==> src/rtl/spi_paged_regs.sv <==
module spi_paged_regs #(
  parameter int              DEPTH       = 64,
  parameter logic [15:0]     BASE        = 16'hC000,
  parameter int              SYNC_STAGES = 2,
  parameter logic [6:0]      PAGE_OFFSET = 7'h7C,
  parameter int              INIT_MUL    = 3,
  parameter int              INIT_ADD    = 17
) (
  input  logic clk,
  input  logic rst_n,
  input  logic sclk,
  input  logic cs_n,
  input  logic mosi,
  output logic miso
);
  localparam int          IDX_W  = (DEPTH > 1) ? $clog2(DEPTH) : 1;
  localparam logic [15:0] DEPTH_A = 16'(DEPTH);

  logic [SYNC_STAGES-1:0] sclk_q, cs_q, mosi_q;
  logic                   sclk_d;
  always_ff @(posedge clk or negedge rst_n)
    if (!rst_n) begin
      sclk_q <= '0;
      cs_q   <= '1;
      mosi_q <= '0;
      sclk_d <= 1'b0;
    end else begin
      sclk_q <= {sclk_q[SYNC_STAGES-2:0], sclk};
      cs_q   <= {cs_q[SYNC_STAGES-2:0], cs_n};
      mosi_q <= {mosi_q[SYNC_STAGES-2:0], mosi};
      sclk_d <= sclk_q[SYNC_STAGES-1];
    end

  wire sclk_s    = sclk_q[SYNC_STAGES-1];
  wire cs_idle   = cs_q[SYNC_STAGES-1];
  wire mosi_s    = mosi_q[SYNC_STAGES-1];
  wire sclk_rise = sclk_s & ~sclk_d & ~cs_idle;
  wire sclk_fall = ~sclk_s & sclk_d & ~cs_idle;

  logic [2:0]  bit_cnt;
  logic [6:0]  rx_sh;
  logic        first, is_rd, pg_mode;
  logic [1:0]  idx;
  logic [6:0]  off;
  logic [8:0]  page;
  logic [7:0]  tx_sh;
  logic [7:0]  mem [DEPTH];

  wire       byte_done = sclk_rise && (bit_cnt == 3'd7);
  wire [7:0] rx_byte   = {rx_sh, mosi_s};

  function automatic logic in_array(input logic [15:0] a);
    return (a >= BASE) && ((a - BASE) < DEPTH_A);
  endfunction

  function automatic logic [IDX_W-1:0] to_idx(input logic [15:0] a);
    logic [15:0] rel;
    rel = a - BASE;
    return rel[IDX_W-1:0];
  endfunction

  wire [6:0]  nxt_off  = first ? rx_byte[6:0] : off + 7'd1;
  wire        nxt_pg   = first ? (rx_byte[6:0] == PAGE_OFFSET) : pg_mode;
  wire        nxt_rd   = first ? rx_byte[7] : is_rd;
  wire [1:0]  nxt_idx  = first ? 2'd0 : ((idx == 2'd2) ? 2'd2 : idx + 2'd1);
  wire [15:0] look_a   = {page, nxt_off};
  wire [15:0] cur_a    = {page, off};

  logic [7:0] look_data, pg_data, tx_next;
  always_comb begin
    look_data = in_array(look_a) ? mem[to_idx(look_a)] : 8'h00;
    case (nxt_idx)
      2'd0:    pg_data = {page[0], 7'b0};
      2'd1:    pg_data = page[8:1];
      default: pg_data = 8'h00;
    endcase
    tx_next = nxt_rd ? (nxt_pg ? pg_data : look_data) : 8'h00;
  end

  wire data_wr = byte_done && !first && !is_rd;
  wire mem_wr  = data_wr && !pg_mode && in_array(cur_a);
  wire page_wr = data_wr && pg_mode;

  always_ff @(posedge clk or negedge rst_n)
    if (!rst_n) begin
      bit_cnt <= '0;
      rx_sh   <= '0;
      first   <= 1'b1;
      is_rd   <= 1'b0;
      pg_mode <= 1'b0;
      idx     <= '0;
      off     <= '0;
      tx_sh   <= '0;
    end else if (cs_idle) begin
      bit_cnt <= '0;
      first   <= 1'b1;
      tx_sh   <= '0;
    end else begin
      if (sclk_rise) begin
        bit_cnt <= bit_cnt + 3'd1;
        rx_sh   <= rx_byte[6:0];
      end
      if (byte_done) begin
        first   <= 1'b0;
        is_rd   <= nxt_rd;
        pg_mode <= nxt_pg;
        idx     <= nxt_idx;
        off     <= nxt_off;
        tx_sh   <= tx_next;
      end else if (sclk_fall && bit_cnt != 3'd0) begin
        tx_sh   <= {tx_sh[6:0], 1'b0};
      end
    end

  always_ff @(posedge clk or negedge rst_n)
    if (!rst_n)
      page <= '0;
    else if (page_wr) begin
      if (idx == 2'd0)      page[0]   <= rx_byte[7];
      else if (idx == 2'd1) page[8:1] <= rx_byte;
    end

  always_ff @(posedge clk or negedge rst_n)
    if (!rst_n) begin
      for (int i = 0; i < DEPTH; i++) mem[i] <= 8'(i * INIT_MUL + INIT_ADD);
    end else if (mem_wr) begin
      mem[to_idx(cur_a)] <= rx_byte;
    end

  assign miso = tx_sh[7] & ~cs_idle;

  // a deselected frame restarts at a command byte with a silent MISO
  assert_abort_clears_R8: assert property (@(posedge clk) disable iff (!rst_n)
    cs_idle |=> (bit_cnt == 3'd0 && first && !miso));

  // page moves only on a data byte of a page write frame
  assert_page_only_by_write_R4: assert property (@(posedge clk) disable iff (!rst_n)
    !$stable(page) |-> $past(byte_done && !first && !is_rd && pg_mode));

  // the offset only advances on a byte boundary
  assert_offset_on_byte_R7: assert property (@(posedge clk) disable iff (!rst_n)
    !$stable(off) |-> $past(byte_done));

  // outgoing shift register holds between falling edges and loads
  assert_tx_hold_R1: assert property (@(posedge clk) disable iff (!rst_n)
    (!cs_idle && !sclk_fall && !byte_done) |=> $stable(tx_sh));

  // every eighth rising edge closes a byte
  assert_byte_boundary_R1: assert property (@(posedge clk) disable iff (!rst_n)
    byte_done |=> (bit_cnt == 3'd0));

  // the command byte is consumed once per frame
  assert_cmd_once_R2: assert property (@(posedge clk) disable iff (!rst_n)
    (byte_done && first && !cs_idle) |=> !first);
endmodule

==> config.mk <==
export PLATFORM = sky130hd
export DESIGN_NAME = spi_paged_regs
export DESIGN_NICKNAME = d
export VERILOG_FILES = /design/src/rtl/spi_paged_regs.sv
export SDC_FILE = /design/constraint.sdc
export NUM_CORES = 1
export LEC_CHECK = 0
export BUFFER_PORTS_ARGS = -buffer_cell sky130_fd_sc_hd__buf_2
export CAP_MARGIN = 10
export CORE_ASPECT_RATIO = 0.9
export CORE_MARGIN = 2
export CORE_UTILIZATION = 55
export CTS_CLUSTER_SIZE = 40
export DETAILED_ROUTE_END_ITERATION = 12
export PLACE_DENSITY = 0.7
export SLEW_MARGIN = 10
export SYNTH_ARGS = -nofsm -noshare
export SYNTH_HDL_FRONTEND = slang
export SYNTH_SLANG_ARGS = --single-unit
==> constraint.sdc <==
create_clock -name clk -period 3.35 [get_ports clk]
set_input_delay 0.5025 -clock clk [delete_from_list [all_inputs] [get_ports clk]]
set_output_delay 0.5025 -clock clk [all_outputs]
set_load 0.02 [all_outputs]
==> summary.txt <==
Status
  – Outcome: completed

Floorplanning
  – Die footprint: 0.0500 mm²
  – Num rows: 76
  – I/O pin count: 6
  – Die Width: 236 µm
  – Die extent in y: 212 µm
  – Initial Util: 55.6%
  – Core ar.: 0.0477 mm²

Synthesis
  – Avg Inst Size Synth: 11.7 µm²
  – Synth warn: 0
  – Proportion of synthesized flip-flops having asynchronous set or reset: 100%
  – Synth Cell Area: 0.0265 mm²
  – Distinct cell type count after synthesis: 68
  – Syn nets: 2284
  – Predominant post-synthesis flop cell: dfrtp_1
  – #FFs+latches synth: 558
  – Number of synthesized flops with an enable pin: 0
  – Synthesized instance count: about 2300
  – Post-synthesis sequential area ratio: between 50% and 60%

Clock network
  – Cts repair resizes: 0
  – CTS Buf Count: 56
  – CTS Buffer Depth: 3
  – CTS HTree Levels: 2
  – CTS tree: yes
  – Clk slew on worst S/H paths: 0.06 ns
  – CTS sink count: 558
  – Clock root buffer: clkbuf_16
  – Post-cts hold buffer count: 4
  – Clk_lat worst skew: 0.61 ns
  – Postcts setup bufs: 0

Timing
  – Worst-Margin Slew: 0.963 ns
  – Final Setup Violations: 0
  – Fin crit share: 92.5%
  – Max Freq: 323 MHz
  – RSZ-0062 raised after global routing: false
  – Min Tclk post-route: 3.10 ns
  – Worst Hold Slack: 0.350 ns
  – Final-report hold violation count: 0
  – Max Clock Skew: 0.0153 ns
  – Setup TNS: 0 ns
  – Final slew viol count: 0
  – Slew HR: 35.3%

Global routing
  – Initial antenna violation count: 1
  – Largest net degree at the start of global routing: between 80 and 90
  – Grt ovf: 0
  – First-pass GRT wire length: 112000 µm
  – Vias in the first global route: about 19000
  – GRT Util Overall: 28.9%

Route
  – DR DRC count: 0
  – Routed WL: 70900 µm
  – Drt wl/cell: 24.1 µm
  – Post-DR vias/cell: ~6.2
  – DR vias: approximately 18000
  – Post-DRT Antenna Nets: 0
  – DR pass1 iterations: 5
  – DRT iter0 DRCs: 1668

Worst setup path
  – Crit end category: register
  – CP Max Fanout: 37
  – Critical setup path kind: register to register
  – CP required: 3.89 ns
  – Crit start category: register
  – Worst EP arrival: around 3.6 ns
  – Reg2Reg Depth: 10

Power and ir drop
  – PD cells: 555 mW/mm²
  – Switching share of total power: 31.7%
  – Combinational cell fraction of total power: between 10% and 20%
  – Pleak: approximately 13 nW
  – Peak supply drop: 0.000457 V
  – Reg power frac: 42.7%
  – Sw power: 5.19 mW
  – Clock power frac: 38.5%
  – Pint: 11.2 mW

Placed design
  – DP HPWL: approximately 46000 µm
  – Placed inst area: approximately 0.028 mm²
  – Number of port buffers: 5
  – Final GP Congestion: roughly 1

Cells and area
  – Commonest cells after routing, fill and taps aside: nand2_1 (455), mux2_2 (453), dfrtp_1 (302), dfstp_2 (248), nand3_1 (144)
  – Number of fill cells: 3762
  – Commonest non-fill, non-tap cell in the layout: nand2_1
  – Layout cells sized above 1: 41.3%
  – Nets: 2276
  – Sequential Area: roughly 0.014 mm²
  – Layout area overhead: 11.2%
  – Final instance area: 0.0295 mm²
  – Area of the multi-input gates: 0.0116 mm²

Run
  – Max Cap Viol: 0

Hold path
  – Hold Path Class: register to register
  – Hold depth: 0
==> routing by layer <==
layer / up-vias / global-route usage [%] / wire length (µm)
met5: - / 0 / 0
met4: 0 / 10.1 / 2440
met3: 161 / 5.51 / 4810
met2: 627 / 44.9 / 32200
met1: 9497 / 40.9 / 31500
li1: 8061 / - / -
==> cell usage after synthesis, types with 11 or more instances <==
library cell | n | area share (%)
nor2_1 | 18 | 0.25
and3_1 | 30 | 0.71
o21ai_0 | 20 | 0.38
buf_1 | 17 | 0.24
a32oi_1 | 41 | 1.4
a211oi_1 | 24 | 0.68
mux2_2 | 453 | 19
dfstp_2 | 248 | 25
nand4_1 | 28 | 0.66
dfrtp_1 | 310 | 29
nand3_1 | 144 | 2.7
mux2_1 | 76 | 3.2
mux2i_1 | 44 | 1.7
a31oi_1 | 35 | 0.83
nand2_1 | 457 | 6.5
nor3_1 | 11 | 0.21
buf_2 | 52 | 0.98
clkbuf_1 | 96 | 1.4
a311oi_1 | 16 | 0.53
==> worst paths after layout <==
path	startpoint	end	slack (ns)
worst max register to register	first$_DFFE_PN1P_	tx_sh[0]$_DFFE_PN0P_	0.25
worst min register to register	mosi_q[0]$_DFF_PN0_	mosi_q[1]$_DFF_PN0_	0.35
min in group asynchronous	rst_n	mem[203]$_DFFE_PN0P_	0.52
max in group asynchronous	rst_n	cs_q[0]$_DFF_PN1_	1.89
worst max-delay path	first$_DFFE_PN1P_	tx_sh[0]$_DFFE_PN0P_	0.25
worst min-delay path	mosi_q[0]$_DFF_PN0_	mosi_q[1]$_DFF_PN0_	0.35
==> cells by family after synthesis <==
group / synth area share, %
simple gates: 13.5
mux: 24.1
flops: 53.8
compound gates: 5.23
buf+inv: 2.82
fa+ha+maj: 0.330
xor+xnor: 0.193
==> metrics by stage <==
step	util [%]	instances	setup slack [ns]	power, mW
5_1_grt	61.8	2934	0.139	16.9
3_3_place_gp	57.8	2826	0.431	10.1
4_1_cts	61.8	2934	0.313	16.4
3_5_place_dp	57.8	2826	0.340	10.1
2_1_floorplan	-	2272	0.915	8.60
6_report	61.8	2936	0.250	16.4
==> layout make-up <==
class / instances / area share [%]
flip-flops and latches: 558 / 48.4
diodes: 2 / 0.0170
inverters: 5 / 0.0636
repair buffers: 105 / 3.33
clock inverters: 20 / 0.704
well taps: 624 / 2.65
multi-input cells: 1538 / 39.3
clock buffers: 84 / 5.52
==> power by group through the flow <==
stage               registers [mW]  logic, mW  clock network (mW)
floorplan                     6.95       1.65                   0
CTS                           6.98       3.02                6.41
detailed placement            7.09       3.00                   0
finish                        6.99       3.07                6.31
global placement              7.09       2.97                   0
global route                  6.99       3.23                6.70
==> state kept, by name, summed over array words and instances (netlist names), 2 cells and up <==
| name | cells |
|---|---|
| bit_cnt | 3 |
| sclk_q | 2 |
| idx | 2 |
| rx_sh | 7 |
| tx_sh | 8 |
| mem | 512 |
| off | 7 |
| cs_q | 2 |
| mosi_q | 2 |
| page | 9 |
==> worst max-delay path: stages, from the launching register on <==
cell and delay, ns:
dfstp_2 0.67, buf_4 0.27, inv_2 0.12, mux2i_4 0.22, buf_4 0.48, a2111oi_0 0.14
nor4_1 0.50, mux2i_1 0.23, o211ai_1 0.21, a32oi_1 0.07, nand2_1 0.10
(Power assumes the default switching activity.)
